File: config.mk
export PLATFORM = sky130hd
export DESIGN_NAME = bank_xlate
export DESIGN_NICKNAME = d
export VERILOG_FILES = /design/src/rtl/hbx_pkg.sv /design/src/rtl/hbx_regs.sv /design/src/rtl/hbx_window.sv /design/src/rtl/hbx_offset_add.sv /design/src/rtl/bank_xlate.sv
export SDC_FILE = /design/constraint.sdc
export NUM_CORES = 1
export LEC_CHECK = 0
export BUFFER_PORTS_ARGS = -buffer_cell sky130_fd_sc_hd__buf_2
export CORE_MARGIN = 2
export CORE_UTILIZATION = 44
export CTS_BUF_LIST = sky130_fd_sc_hd__clkbuf_8
export CTS_CLUSTER_DIAMETER = 200
export DETAILED_ROUTE_END_ITERATION = 8
export PLACE_DENSITY = 0.67
export RECOVER_POWER = 50
export SLEW_MARGIN = 20
export SYNTH_ARGS = -nofsm -noshare
export SYNTH_HDL_FRONTEND = slang
export SYNTH_SLANG_ARGS = --single-unit
File: constraint.sdc
create_clock -name clk -period 5.4 [get_ports clk]
set_clock_uncertainty 0.2 [all_clocks]
set_input_delay 1.08 -clock clk [delete_from_list [all_inputs] [get_ports clk]]
set_output_delay 1.08 -clock clk [all_outputs]
set_load 0.01 [all_outputs]
File: src/rtl/hbx_pkg.sv
package hbx_pkg;
    localparam int HOST_AW   = 20;
    localparam int OFF_W     = 16;
    localparam int OFF_SHIFT = 4;
    localparam int REG_W     = 8;
    localparam int LOCAL_W   = 17;

    localparam logic [REG_W-1:0] IDX_KEY    = 8'h00;
    localparam logic [REG_W-1:0] IDX_PRI_HI = 8'h10;
    localparam logic [REG_W-1:0] IDX_PRI_LO = 8'h11;
    localparam logic [REG_W-1:0] IDX_SEC_HI = 8'h12;
    localparam logic [REG_W-1:0] IDX_SEC_LO = 8'h13;
    localparam logic [REG_W-1:0] IDX_DSP_HI = 8'h14;
    localparam logic [REG_W-1:0] IDX_DSP_LO = 8'h15;
    localparam logic [REG_W-1:0] IDX_MEMCTL = 8'h16;
    localparam logic [REG_W-1:0] IDX_WINCTL = 8'h17;

    localparam logic [2:0] MODE_DUAL64   = 3'd2;
    localparam logic [2:0] MODE_SEC_ONLY = 3'd3;
    localparam logic [2:0] MODE_HALF32   = 3'd6;

    localparam logic [3:0] SEG_A = 4'hA;
    localparam logic [3:0] SEG_B = 4'hB;

    typedef enum logic [1:0] {
        MAP_WIDE   = 2'd0,
        MAP_A64    = 2'd1,
        MAP_B32_LO = 2'd2,
        MAP_B32_HI = 2'd3
    } map_sel_t;

    typedef struct packed {
        logic [OFF_W-1:0] pri_off;
        logic [OFF_W-1:0] sec_off;
        logic [OFF_W-1:0] dsp_off;
        logic [1:0]       dram_cfg;
        logic             sec_en;
        logic             dsp_en;
        logic             ext_en;
        logic [2:0]       mode;
        logic             b16_add;
        map_sel_t         map;
    } cfg_t;

    typedef struct packed {
        logic               hit;
        logic               sec;
        logic [LOCAL_W-1:0] local_addr;
    } win_t;

    function automatic logic default_pick_sec(input logic [2:0] mode,
                                              input logic wr,
                                              input logic sec_en);
        return (mode == MODE_SEC_ONLY) || (!wr && sec_en);
    endfunction
endpackage

File: src/rtl/hbx_regs.sv
module hbx_regs
    import hbx_pkg::*;
(
    input  logic             clk,
    input  logic             rst,
    input  logic             cfg_we,
    input  logic [REG_W-1:0] cfg_idx,
    input  logic [REG_W-1:0] cfg_wdata,
    output cfg_t             cfg
);
    logic [1:0] key;

    always_ff @(posedge clk) begin
        if (rst) begin
            key <= '0;
            cfg <= '0;
        end else if (cfg_we) begin
            if (cfg_idx == IDX_KEY) begin
                key <= cfg_wdata[1:0];
            end else if (key[0]) begin
                case (cfg_idx)
                    IDX_PRI_HI: cfg.pri_off[15:8] <= cfg_wdata;
                    IDX_PRI_LO: cfg.pri_off[7:0]  <= cfg_wdata;
                    IDX_SEC_HI: cfg.sec_off[15:8] <= cfg_wdata;
                    IDX_SEC_LO: cfg.sec_off[7:0]  <= cfg_wdata;
                    IDX_DSP_HI: cfg.dsp_off[15:8] <= cfg_wdata;
                    IDX_DSP_LO: cfg.dsp_off[7:0]  <= cfg_wdata;
                    IDX_MEMCTL: begin
                        cfg.sec_en <= cfg_wdata[2];
                        cfg.dsp_en <= cfg_wdata[3];
                        cfg.ext_en <= cfg_wdata[4];
                        cfg.mode   <= cfg_wdata[7:5];
                        if (key[1]) cfg.dram_cfg <= cfg_wdata[1:0];
                    end
                    IDX_WINCTL: begin
                        cfg.b16_add <= cfg_wdata[0];
                        cfg.map     <= map_sel_t'(cfg_wdata[2:1]);
                    end
                    default: ;
                endcase
            end
        end
    end


    ext_lock_chk: assert property (@(posedge clk) disable iff (rst)
        (cfg_we && !key[0] && cfg_idx != IDX_KEY) |=> $stable(cfg));


    dram_lock_chk: assert property (@(posedge clk) disable iff (rst)
        (cfg_we && !key[1]) |=> $stable(cfg.dram_cfg));
endmodule

File: src/rtl/hbx_window.sv
module hbx_window
    import hbx_pkg::*;
(
    input  logic               clk,
    input  logic               rst,
    input  logic [HOST_AW-1:0] host_addr,
    input  logic               host_wr,
    input  cfg_t               cfg,
    output win_t               win
);
    logic [3:0] seg;
    logic       in_a, in_b;

    assign seg  = host_addr[HOST_AW-1:HOST_AW-4];
    assign in_a = (seg == SEG_A);
    assign in_b = (seg == SEG_B);

    always_comb begin
        win = '0;
        if (cfg.ext_en && cfg.mode == MODE_DUAL64) begin
            win.hit        = in_a || in_b;
            win.sec        = in_b;
            win.local_addr = LOCAL_W'(host_addr[15:0]);
        end else if (cfg.ext_en && cfg.mode == MODE_HALF32) begin
            win.hit        = in_a;
            win.sec        = host_addr[15];
            win.local_addr = LOCAL_W'(host_addr[14:0]);
        end else begin
            win.sec = default_pick_sec(cfg.mode, host_wr, cfg.sec_en);
            unique case (cfg.map)
                MAP_WIDE: begin
                    if (cfg.b16_add) begin
                        win.hit        = in_a || in_b;
                        win.local_addr = host_addr[16:0];
                    end else begin
                        win.hit        = in_a;
                        win.local_addr = LOCAL_W'(host_addr[15:0]);
                    end
                end
                MAP_A64: begin
                    win.hit        = in_a;
                    win.local_addr = LOCAL_W'(host_addr[15:0]);
                end
                MAP_B32_LO: begin
                    win.hit        = in_b && !host_addr[15];
                    win.local_addr = LOCAL_W'(host_addr[14:0]);
                end
                MAP_B32_HI: begin
                    win.hit        = in_b && host_addr[15];
                    win.local_addr = LOCAL_W'(host_addr[14:0]);
                end
            endcase
        end
    end


    window_range_chk: assert property (@(posedge clk) disable iff (rst)
        win.hit |-> (host_addr[HOST_AW-1:HOST_AW-3] == 3'b101));


    sec_only_chk: assert property (@(posedge clk) disable iff (rst)
        (cfg.ext_en && cfg.mode == MODE_SEC_ONLY && win.hit) |-> win.sec);


    half32_range_chk: assert property (@(posedge clk) disable iff (rst)
        (cfg.ext_en && cfg.mode == MODE_HALF32 && win.hit) |-> in_a);
endmodule

File: src/rtl/hbx_offset_add.sv
module hbx_offset_add #(
    parameter int AW    = 20,
    parameter int OW    = 16,
    parameter int SHIFT = 4
) (
    input  logic [AW-1:0] base,
    input  logic [OW-1:0] off,
    input  logic          en,
    output logic [AW-1:0] sum
);
    localparam int SW = OW + SHIFT;

    logic [SW-1:0] wide;
    logic [AW-1:0] scaled;

    assign wide = {off, {SHIFT{1'b0}}};

    generate
        if (SW >= AW) begin : g_trunc
            assign scaled = wide[AW-1:0];
        end else begin : g_extend
            assign scaled = {{(AW-SW){1'b0}}, wide};
        end
    endgenerate

    assign sum = en ? (base + scaled) : base;
endmodule

File: src/rtl/bank_xlate.sv
module bank_xlate
    import hbx_pkg::*;
(
    input  logic               clk,
    input  logic               rst,
    input  logic               cfg_we,
    input  logic [7:0]         cfg_idx,
    input  logic [7:0]         cfg_wdata,
    input  logic [19:0]        host_addr,
    input  logic               host_wr,
    input  logic [19:0]        disp_addr_in,
    output logic               hit,
    output logic [19:0]        mem_addr,
    output logic [19:0]        disp_addr_out,
    output logic [1:0]         dram_cfg
);
    cfg_t               cfg;
    win_t               win;
    logic [HOST_AW-1:0] host_sum;
    logic [OFF_W-1:0]   host_off;

    hbx_regs u_regs (
        .clk       (clk),
        .rst       (rst),
        .cfg_we    (cfg_we),
        .cfg_idx   (cfg_idx),
        .cfg_wdata (cfg_wdata),
        .cfg       (cfg)
    );

    hbx_window u_win (
        .clk       (clk),
        .rst       (rst),
        .host_addr (host_addr),
        .host_wr   (host_wr),
        .cfg       (cfg),
        .win       (win)
    );

    assign host_off = win.sec ? cfg.sec_off : cfg.pri_off;

    hbx_offset_add #(.AW(HOST_AW), .OW(OFF_W), .SHIFT(OFF_SHIFT)) u_host_add (
        .base (HOST_AW'(win.local_addr)),
        .off  (host_off),
        .en   (cfg.ext_en),
        .sum  (host_sum)
    );

    hbx_offset_add #(.AW(HOST_AW), .OW(OFF_W), .SHIFT(OFF_SHIFT)) u_disp_add (
        .base (disp_addr_in),
        .off  (cfg.dsp_off),
        .en   (cfg.ext_en && cfg.dsp_en),
        .sum  (disp_addr_out)
    );

    assign hit      = win.hit;
    assign mem_addr = win.hit ? host_sum : '0;
    assign dram_cfg = cfg.dram_cfg;


    miss_zero_chk: assert property (@(posedge clk) disable iff (rst)
        !hit |-> (mem_addr == '0));


    no_ext_local_chk: assert property (@(posedge clk) disable iff (rst)
        (!cfg.ext_en && hit) |-> (mem_addr[HOST_AW-1:LOCAL_W] == '0));


    disp_pass_chk: assert property (@(posedge clk) disable iff (rst)
        !(cfg.ext_en && cfg.dsp_en) |-> (disp_addr_out == disp_addr_in));
endmodule

==> results of run 1 <==
-- path summary, 6_finish.rpt --
kind | startpoint | endpoint | cells after the start
setup / recovery | host_addr[18] | mem_addr[18] | 16
hold / removal | u_regs.cfg[52] | u_regs.cfg[52] | 2
setup reg to reg | u_regs.key[0] | u_regs.cfg[37] | 4
hold reg to reg | u_regs.cfg[52] | u_regs.cfg[52] | 2
-- what timing repair did --
item                       CTS  global route
resized for setup            0             1
buffers inserted             0             1
setup endpoints to repair    0             9
-- cell usage in the layout (no fill, tap or decap), types with 6 or more instances in the layout --
cell type                  netlist  layout
sky130_fd_sc_hd__xnor2_1         8       8
sky130_fd_sc_hd__o21a_1          7       7
sky130_fd_sc_hd__nor2_1         85      85
sky130_fd_sc_hd__mux2i_1        70      70
sky130_fd_sc_hd__and3_1          8       8
sky130_fd_sc_hd__nand2_1        39      39
sky130_fd_sc_hd__clkbuf_8        0       9
sky130_fd_sc_hd__mux2_2         15      15
sky130_fd_sc_hd__nand2b_1        7       7
sky130_fd_sc_hd__dfxtp_1        61      61
sky130_fd_sc_hd__nor3_1          8       8
sky130_fd_sc_hd__and2_1          6       6
sky130_fd_sc_hd__a21oi_1        26      26
sky130_fd_sc_hd__inv_1          13      13
sky130_fd_sc_hd__buf_2           3      91
sky130_fd_sc_hd__nand3_1        10      12
sky130_fd_sc_hd__a21o_1         13      13
sky130_fd_sc_hd__xor2_1          9       9
sky130_fd_sc_hd__nor2b_1         6       6
sky130_fd_sc_hd__nand4_1         6       6
sky130_fd_sc_hd__ha_1           31      31
sky130_fd_sc_hd__o21ai_0        17      17
-- metrics by stage --
| step | hold WS (ns) | power (mW) | utilization (%) |
|---|---|---|---|
| detailed placement | 0.2851 | 0.5633 | 50.83 |
| finish | 0.2968 | 1.049 | 53.30 |
| floorplan | 0.2520 | 0.5195 | - |
| global route | 0.3193 | 1.090 | 53.30 |
| CTS | 0.3014 | 1.057 | 53.31 |
| global placement | 0.2710 | 0.5601 | 50.83 |
-- worst max-delay path, stage by stage --
cell,delay [ns]
sky130_fd_sc_hd__buf_2,0.10
sky130_fd_sc_hd__nand4b_1,0.16
sky130_fd_sc_hd__o211ai_1,0.18
sky130_fd_sc_hd__buf_4,0.16
sky130_fd_sc_hd__nand2_4,0.11
sky130_fd_sc_hd__mux2_2,0.26
sky130_fd_sc_hd__ha_1,0.15
sky130_fd_sc_hd__inv_1,0.06
sky130_fd_sc_hd__fa_1,0.39
sky130_fd_sc_hd__nand3b_1,0.19
sky130_fd_sc_hd__a21oi_1,0.21
sky130_fd_sc_hd__o2111ai_1,0.20
sky130_fd_sc_hd__a31oi_1,0.24
sky130_fd_sc_hd__o21ai_1,0.10
sky130_fd_sc_hd__mux2i_1,0.15
sky130_fd_sc_hd__buf_2,0.15
-- area by class of cell --
cell class	count	share of cell area, %
multi-input combinational	432	58.43
sequential	61	23.33
timing repair buffer	97	9.347
tap	133	3.180
clock buffer	9	2.367
clock inverter	7	2.295
inverter	14	1.052
-- flip-flops by register name, indices dropped and copies added, names as in the netlist --
signal      count
u_regs.cfg     59
u_regs.key      2
-- kinds of logic after synthesis --
logic type | Yosys count
AO/OA/AOI/OAI | 97
XOR/XNOR | 17
adder cells (fa/ha/maj) | 33
buffers and inverters | 42
flip-flops | 61
multiplexers | 85
AND/OR/NAND/NOR | 200
-- power groups by stage --
stage	combinational [mW]	sequential (mW)	clock, mW
after global placement	0.100	0.460	0
after CTS	0.104	0.450	0.504
after global routing	0.115	0.449	0.526
final	0.103	0.450	0.496
after floorplan	0.0595	0.460	0
after detailed placement	0.103	0.460	0
-- routing by layer --
metal,global-route usage [%],wire (um),up-vias
met1,23.70,4775,1889
li1,-,-,2064
met2,36.41,5449,84
met4,5.048,142,0
met3,4.367,447,19
met5,0,0,-
==> impl_metrics.json, run 1 <==
{
  "tritoncts": "built",
  "fin_tns_setup_ns": 0,
  "maxCapViolCount": 0,
  "seqPwrFrac_pct": 42.8,
  "static-leakage-power_nw": 2.785,
  "yosys.area_share.simple_pct": 21.33,
  "synth_cell_types": 56,
  "post_synth_mux_area_share_pct": 19.45,
  "grt_pass1_vias": 4010,
  "synth-compound-area-share_pct": 14.83,
  "synth_cells": 535,
  "synth_ff_type": "sky130_fd_sc_hd__dfxtp_1",
  "setup.worst_path.start_class": "input port",
  "cts_hold_buf": 0,
  "fraction_of_layout_cells_with_a_size_suffix_above_1_pct": 21.29,
  "worstSetupEndpointType": "output pin",
  "postSynthAreaPerCell_um2": 8.356,
  "maxSlewHeadroom_pct": 29.34,
  "groute.usage.overall_pct": 20.01,
  "die_width_um": 104.8,
  "synthAdderAreaFrac_pct": 9.572,
  "clock-sinks": 61,
  "root_buffer": "sky130_fd_sc_hd__clkbuf_8",
  "placedInstanceArea_um2": 4991,
  "synth_net_count": 628,
  "p_comb_share_pct": 9.8,
  "final-seq-area_um2": 1221,
  "design_area_um2": 5234,
  "drt_first_pass_iters": 4,
  "yosysMostFrequentCell": "sky130_fd_sc_hd__nor2_1",
  "synth_area_leader_cell": "sky130_fd_sc_hd__dfxtp_1",
  "row_count": 36,
  "setup.reg_to_reg.worst_slack_ns": 3.62,
  "cell_count_final_fillers_out": 753,
  "rsz0062_at_grt": "no",
  "wl_per_cell_um": 14.36,
  "core-area_um2": 9819,
  "first_pass_grt_wire_length_um": 18260,
  "worst_hold_path_class": "register to register",
  "power.ir.vdd_worst_uv": 155.0,
  "area.growth.synth_to_final_pct": 17.07,
  "fp.dieArea_um2": 10980,
  "detail-route-antenna-nets": 0,
  "insertion_delay_ns": 0.34,
  "fillerInstances": 976,
  "worst_ep_arrival_time_ns": 3.89,
  "synth_top_cells_by_count": "85 x sky130_fd_sc_hd__nor2_1, 70 x sky130_fd_sc_hd__mux2i_1, 61 x sky130_fd_sc_hd__dfxtp_1, 39 x sky130_fd_sc_hd__nand2_1, 31 x sky130_fd_sc_hd__ha_1",
  "finalWorstPathRequiredPeriod_ns": 5.171,
  "antenna_found_initial": 0,
  "num_vias": 4056,
  "final.period_utilization_pct": 95.76,
  "drt_iter0_markers": 198,
  "synth_top_family_by_area": "simple AND/OR/NAND/NOR gates",
  "post-place-ws_ns": 0.1018,
  "final-max-slew-violation-count": 0,
  "finalHoldViolations": 0,
  "ctsLongestPathBuffers": 2,
  "start_util_pct": 45.53,
  "routabilityCongestion": 0.8978,
  "powerDensity_nw_per_um2": 200.5,
  "synth_enable_flop_cells": 0,
  "cts-buffers-inserted": 9,
  "grt_max_degree": 62,
  "boundaryPins": 103,
  "clkTransAtPathRegs_ns": 0.07,
  "timing.fmax_ghz": 0.1934,
  "outcome": "finished clean",
  "port_buffers": 94,
  "crit_required_ns": 4.12,
  "worstPathMaxFanout": 11,
  "tightest_pin_transition_ns": 1.060,
  "totalWireLength_um": 10820,
  "async_flop_share_pct": 0,
  "final_net_count": 708,
  "worstSetupPathType": "input port to output pin",
  "global_route.overflow_total": 0,
  "synth_warnings": 0,
  "post-route-worst-setup-slack_ns": 0.2291,
  "cts_htree_levels": 3,
  "share_of_synthesized_area_occupied_by_flip_flops_and_latches_pct": 27.32,
  "drt_drc_violations_left": 0,
  "yosysTopAreaCellShare_pct": 27.32,
  "antenna_cells": 0,
  "area_taken_by_multi_input_logic_gates_um2": 3058,
  "detailed_place_hpwl_um": 8401,
  "route.detailed.vias_per_inst": 5.386,
  "synth.top_cells.by_area": "sky130_fd_sc_hd__dfxtp_1 27%, sky130_fd_sc_hd__mux2i_1 16%, sky130_fd_sc_hd__ha_1 8.7%, sky130_fd_sc_hd__nor2_1 7.1%, sky130_fd_sc_hd__mux2_2 3.8%",
  "final-setup-viol-count": 0,
  "switching_share_pct": 23.75,
  "clock_power_share_pct": 47.3,
  "internal_power_uw": 800.1,
  "xor_and_xnor_fraction_of_the_mapped_netlist_area_pct": 3.331,
  "die_height_um": 104.8,
  "yosys_register_bits": 61,
  "numPlacedInstances": 736,
  "p_sw_uw": 249.2,
  "synth.cell_area_um2": 4471
}
No activity file was read; power rests on OpenSTA's default activity.
==> run 2, diff against run 1 <==
- clock period: 5.4 -> 5 ns (I/O delays scaled with it)
==> run 2 against run 1 <==
  * Sequential power up 8.0%
  * Global-route usage up 0.089 points
  * Clock power down 16%
  * Total power down 2.4%
  * Largest cell class unchanged
  * Non-clock buffer count up 11
  * First-iteration DRC count up 24%
  * Register-to-register slack worse by 0.38 ns
  * Largest power group is now registers
  * Die area unchanged
  * Routed wire length up 3.4%
==> impl_metrics.json, run 2 (same netlist as run 1, synthesis figures left out) <==
{
  "cts_hold_buf": 0,
  "drt_iter0_markers": 245,
  "finalHoldViolations": 0,
  "clkTransAtPathRegs_ns": 0.07,
  "global_route.overflow_total": 0,
  "finalWorstPathRequiredPeriod_ns": 4.918,
  "area.growth.synth_to_final_pct": 20.24,
  "clock-sinks": 61,
  "grt_max_degree": 62,
  "route.detailed.vias_per_inst": 5.323,
  "max_flop_register": "u_regs.cfg",
  "wl_per_cell_um": 14.64,
  "layout_common_cells": "89 x sky130_fd_sc_hd__buf_2, 85 x sky130_fd_sc_hd__nor2_1, 70 x sky130_fd_sc_hd__mux2i_1, 61 x sky130_fd_sc_hd__dfxtp_1, 39 x sky130_fd_sc_hd__nand2_1",
  "powerDensity_nw_per_um2": 190.5,
  "fillerInstances": 961,
  "num_vias": 4067,
  "worst_hold_path_class": "register to register",
  "ctsLongestPathBuffers": 2,
  "totalWireLength_um": 11180,
  "fp.dieArea_um2": 10980,
  "final_common_cell": "sky130_fd_sc_hd__buf_2",
  "worstSetupPathType": "input port to output pin",
  "routabilityCongestion": 0.8614,
  "final_hold_slack_ns": 0.2946,
  "insertion_delay_ns": 0.33,
  "maxCapViolCount": 0,
  "power.ir.vdd_worst_uv": 147.9,
  "worstSetupEndpointType": "output pin",
  "outcome": "finished clean",
  "fraction_of_layout_cells_with_a_size_suffix_above_1_pct": 24.25,
  "worst_ep_arrival_time_ns": 3.72,
  "cts_htree_levels": 3,
  "fin_tns_setup_ns": 0,
  "worstPathMaxFanout": 7,
  "crit_required_ns": 3.80,
  "rsz0062_at_grt": "yes",
  "boundaryPins": 103,
  "tightest_pin_transition_ns": 0.7955,
  "final.period_utilization_pct": 98.36,
  "final_net_count": 719,
  "antenna_cells": 0,
  "groute.usage.overall_pct": 20.10,
  "largest_register_ffs": 59,
  "drt_drc_violations_left": 0,
  "final-setup-viol-count": 0,
  "die_height_um": 104.8,
  "post-route-worst-setup-slack_ns": 0.08178,
  "timing.fmax_ghz": 0.2033,
  "antenna_found_initial": 0,
  "start_util_pct": 45.53,
  "maxSlewHeadroom_pct": 46.84,
  "detail-route-antenna-nets": 0,
  "layout_top_registers": "u_regs.cfg x59, u_regs.key x2",
  "grt_pass1_vias": 3875,
  "setup.worst_path.start_class": "input port",
  "post-place-ws_ns": -0.008760,
  "final-max-slew-violation-count": 0,
  "row_count": 36,
  "cts-buffers-inserted": 9,
  "detailed_place_hpwl_um": 8564,
  "drt_first_pass_iters": 4,
  "core-area_um2": 9819,
  "port_buffers": 94,
  "first_pass_grt_wire_length_um": 18200,
  "root_buffer": "sky130_fd_sc_hd__clkbuf_8",
  "die_width_um": 104.8,
  "static-leakage-power_nw": 2.844,
  "tritoncts": "built"
}
-- run 2: changes by cell type in the layout (fill, tap and decap cells not counted), sizes merged --
cell / change
bufinv: -2
buf: +10
clkinv: +2
clkinvlp: +1
clkbuf: +1
inv: -1
-- run 2: final timing paths --
check                               startpoint             end  slack (ns)  cells past startpoint
worst min register to register  u_regs.cfg[46]  u_regs.cfg[46]        0.29                      2
worst max-delay path             host_addr[18]    mem_addr[14]        0.08                     16
worst min-delay path            u_regs.cfg[46]  u_regs.cfg[46]        0.29                      2
worst max register to register   u_regs.key[0]  u_regs.cfg[54]        3.24                      4
-- run 2: area by class of cell --
cell class | count | area, um2 | area share [%]
Clock inverter | 7 | 67.56 | 1.257
Inverter | 14 | 55.05 | 1.024
Clock buffer | 9 | 123.9 | 2.304
Timing Repair Buffer | 108 | 601.8 | 11.20
Tap cell | 133 | 166.4 | 3.096
Sequential cell | 61 | 1221 | 22.72
Multi-Input combinational cell | 432 | 3139 | 58.40
-- run 2: stage by stage --
stage | total power [mW] | util (%) | instance area, um2 | cells
6_report | 1.024 | 54.74 | 5375 | 764
2_1_floorplan | 0.5610 | - | 4471 | 535
3_3_place_gp | 0.6088 | 51.59 | 5066 | 746
4_1_cts | 1.027 | 53.66 | 5269 | 762
5_1_grt | 1.071 | 54.74 | 5375 | 764
3_5_place_dp | 0.6120 | 51.59 | 5066 | 746
-- run 2: report_power, final --
part	total (mW)	leakage [nW]	switching, mW	internal (mW)
sequential	0.486	0.491	0.0000186	0.486
combinational	0.121	2.26	0.0688	0.0518
clock	0.418	0.0964	0.191	0.227
-- run 2: layer usage --
metal | vias to the layer above | routed length, um | track usage [%]
met5 | - | 0 | 0
met4 | 0 | 173 | 4.190
met3 | 17 | 496 | 4.554
met2 | 101 | 5716 | 35.67
met1 | 1866 | 4795 | 24.82
li1 | 2083 | - | -
-- run 2: critical path: stages --
cell and delay, ns:
sky130_fd_sc_hd__buf_6 0.09, sky130_fd_sc_hd__nand4b_1 0.16, sky130_fd_sc_hd__o211ai_1 0.26, sky130_fd_sc_hd__nand2_2 0.13, sky130_fd_sc_hd__buf_12 0.15, sky130_fd_sc_hd__mux2_4 0.30
sky130_fd_sc_hd__ha_4 0.17, sky130_fd_sc_hd__inv_2 0.06, sky130_fd_sc_hd__fa_2 0.20, sky130_fd_sc_hd__nand3b_1 0.14, sky130_fd_sc_hd__a21oi_2 0.09, sky130_fd_sc_hd__o21a_1 0.24
sky130_fd_sc_hd__o41ai_2 0.26, sky130_fd_sc_hd__mux2i_1 0.23, sky130_fd_sc_hd__a31o_1 0.11, sky130_fd_sc_hd__buf_2 0.13
-- run 2: repair_timing --
action,CTS,global route
pin swaps,3,11
setup endpoints to repair,3,9
resized for setup,2,15
buffers inserted,0,1
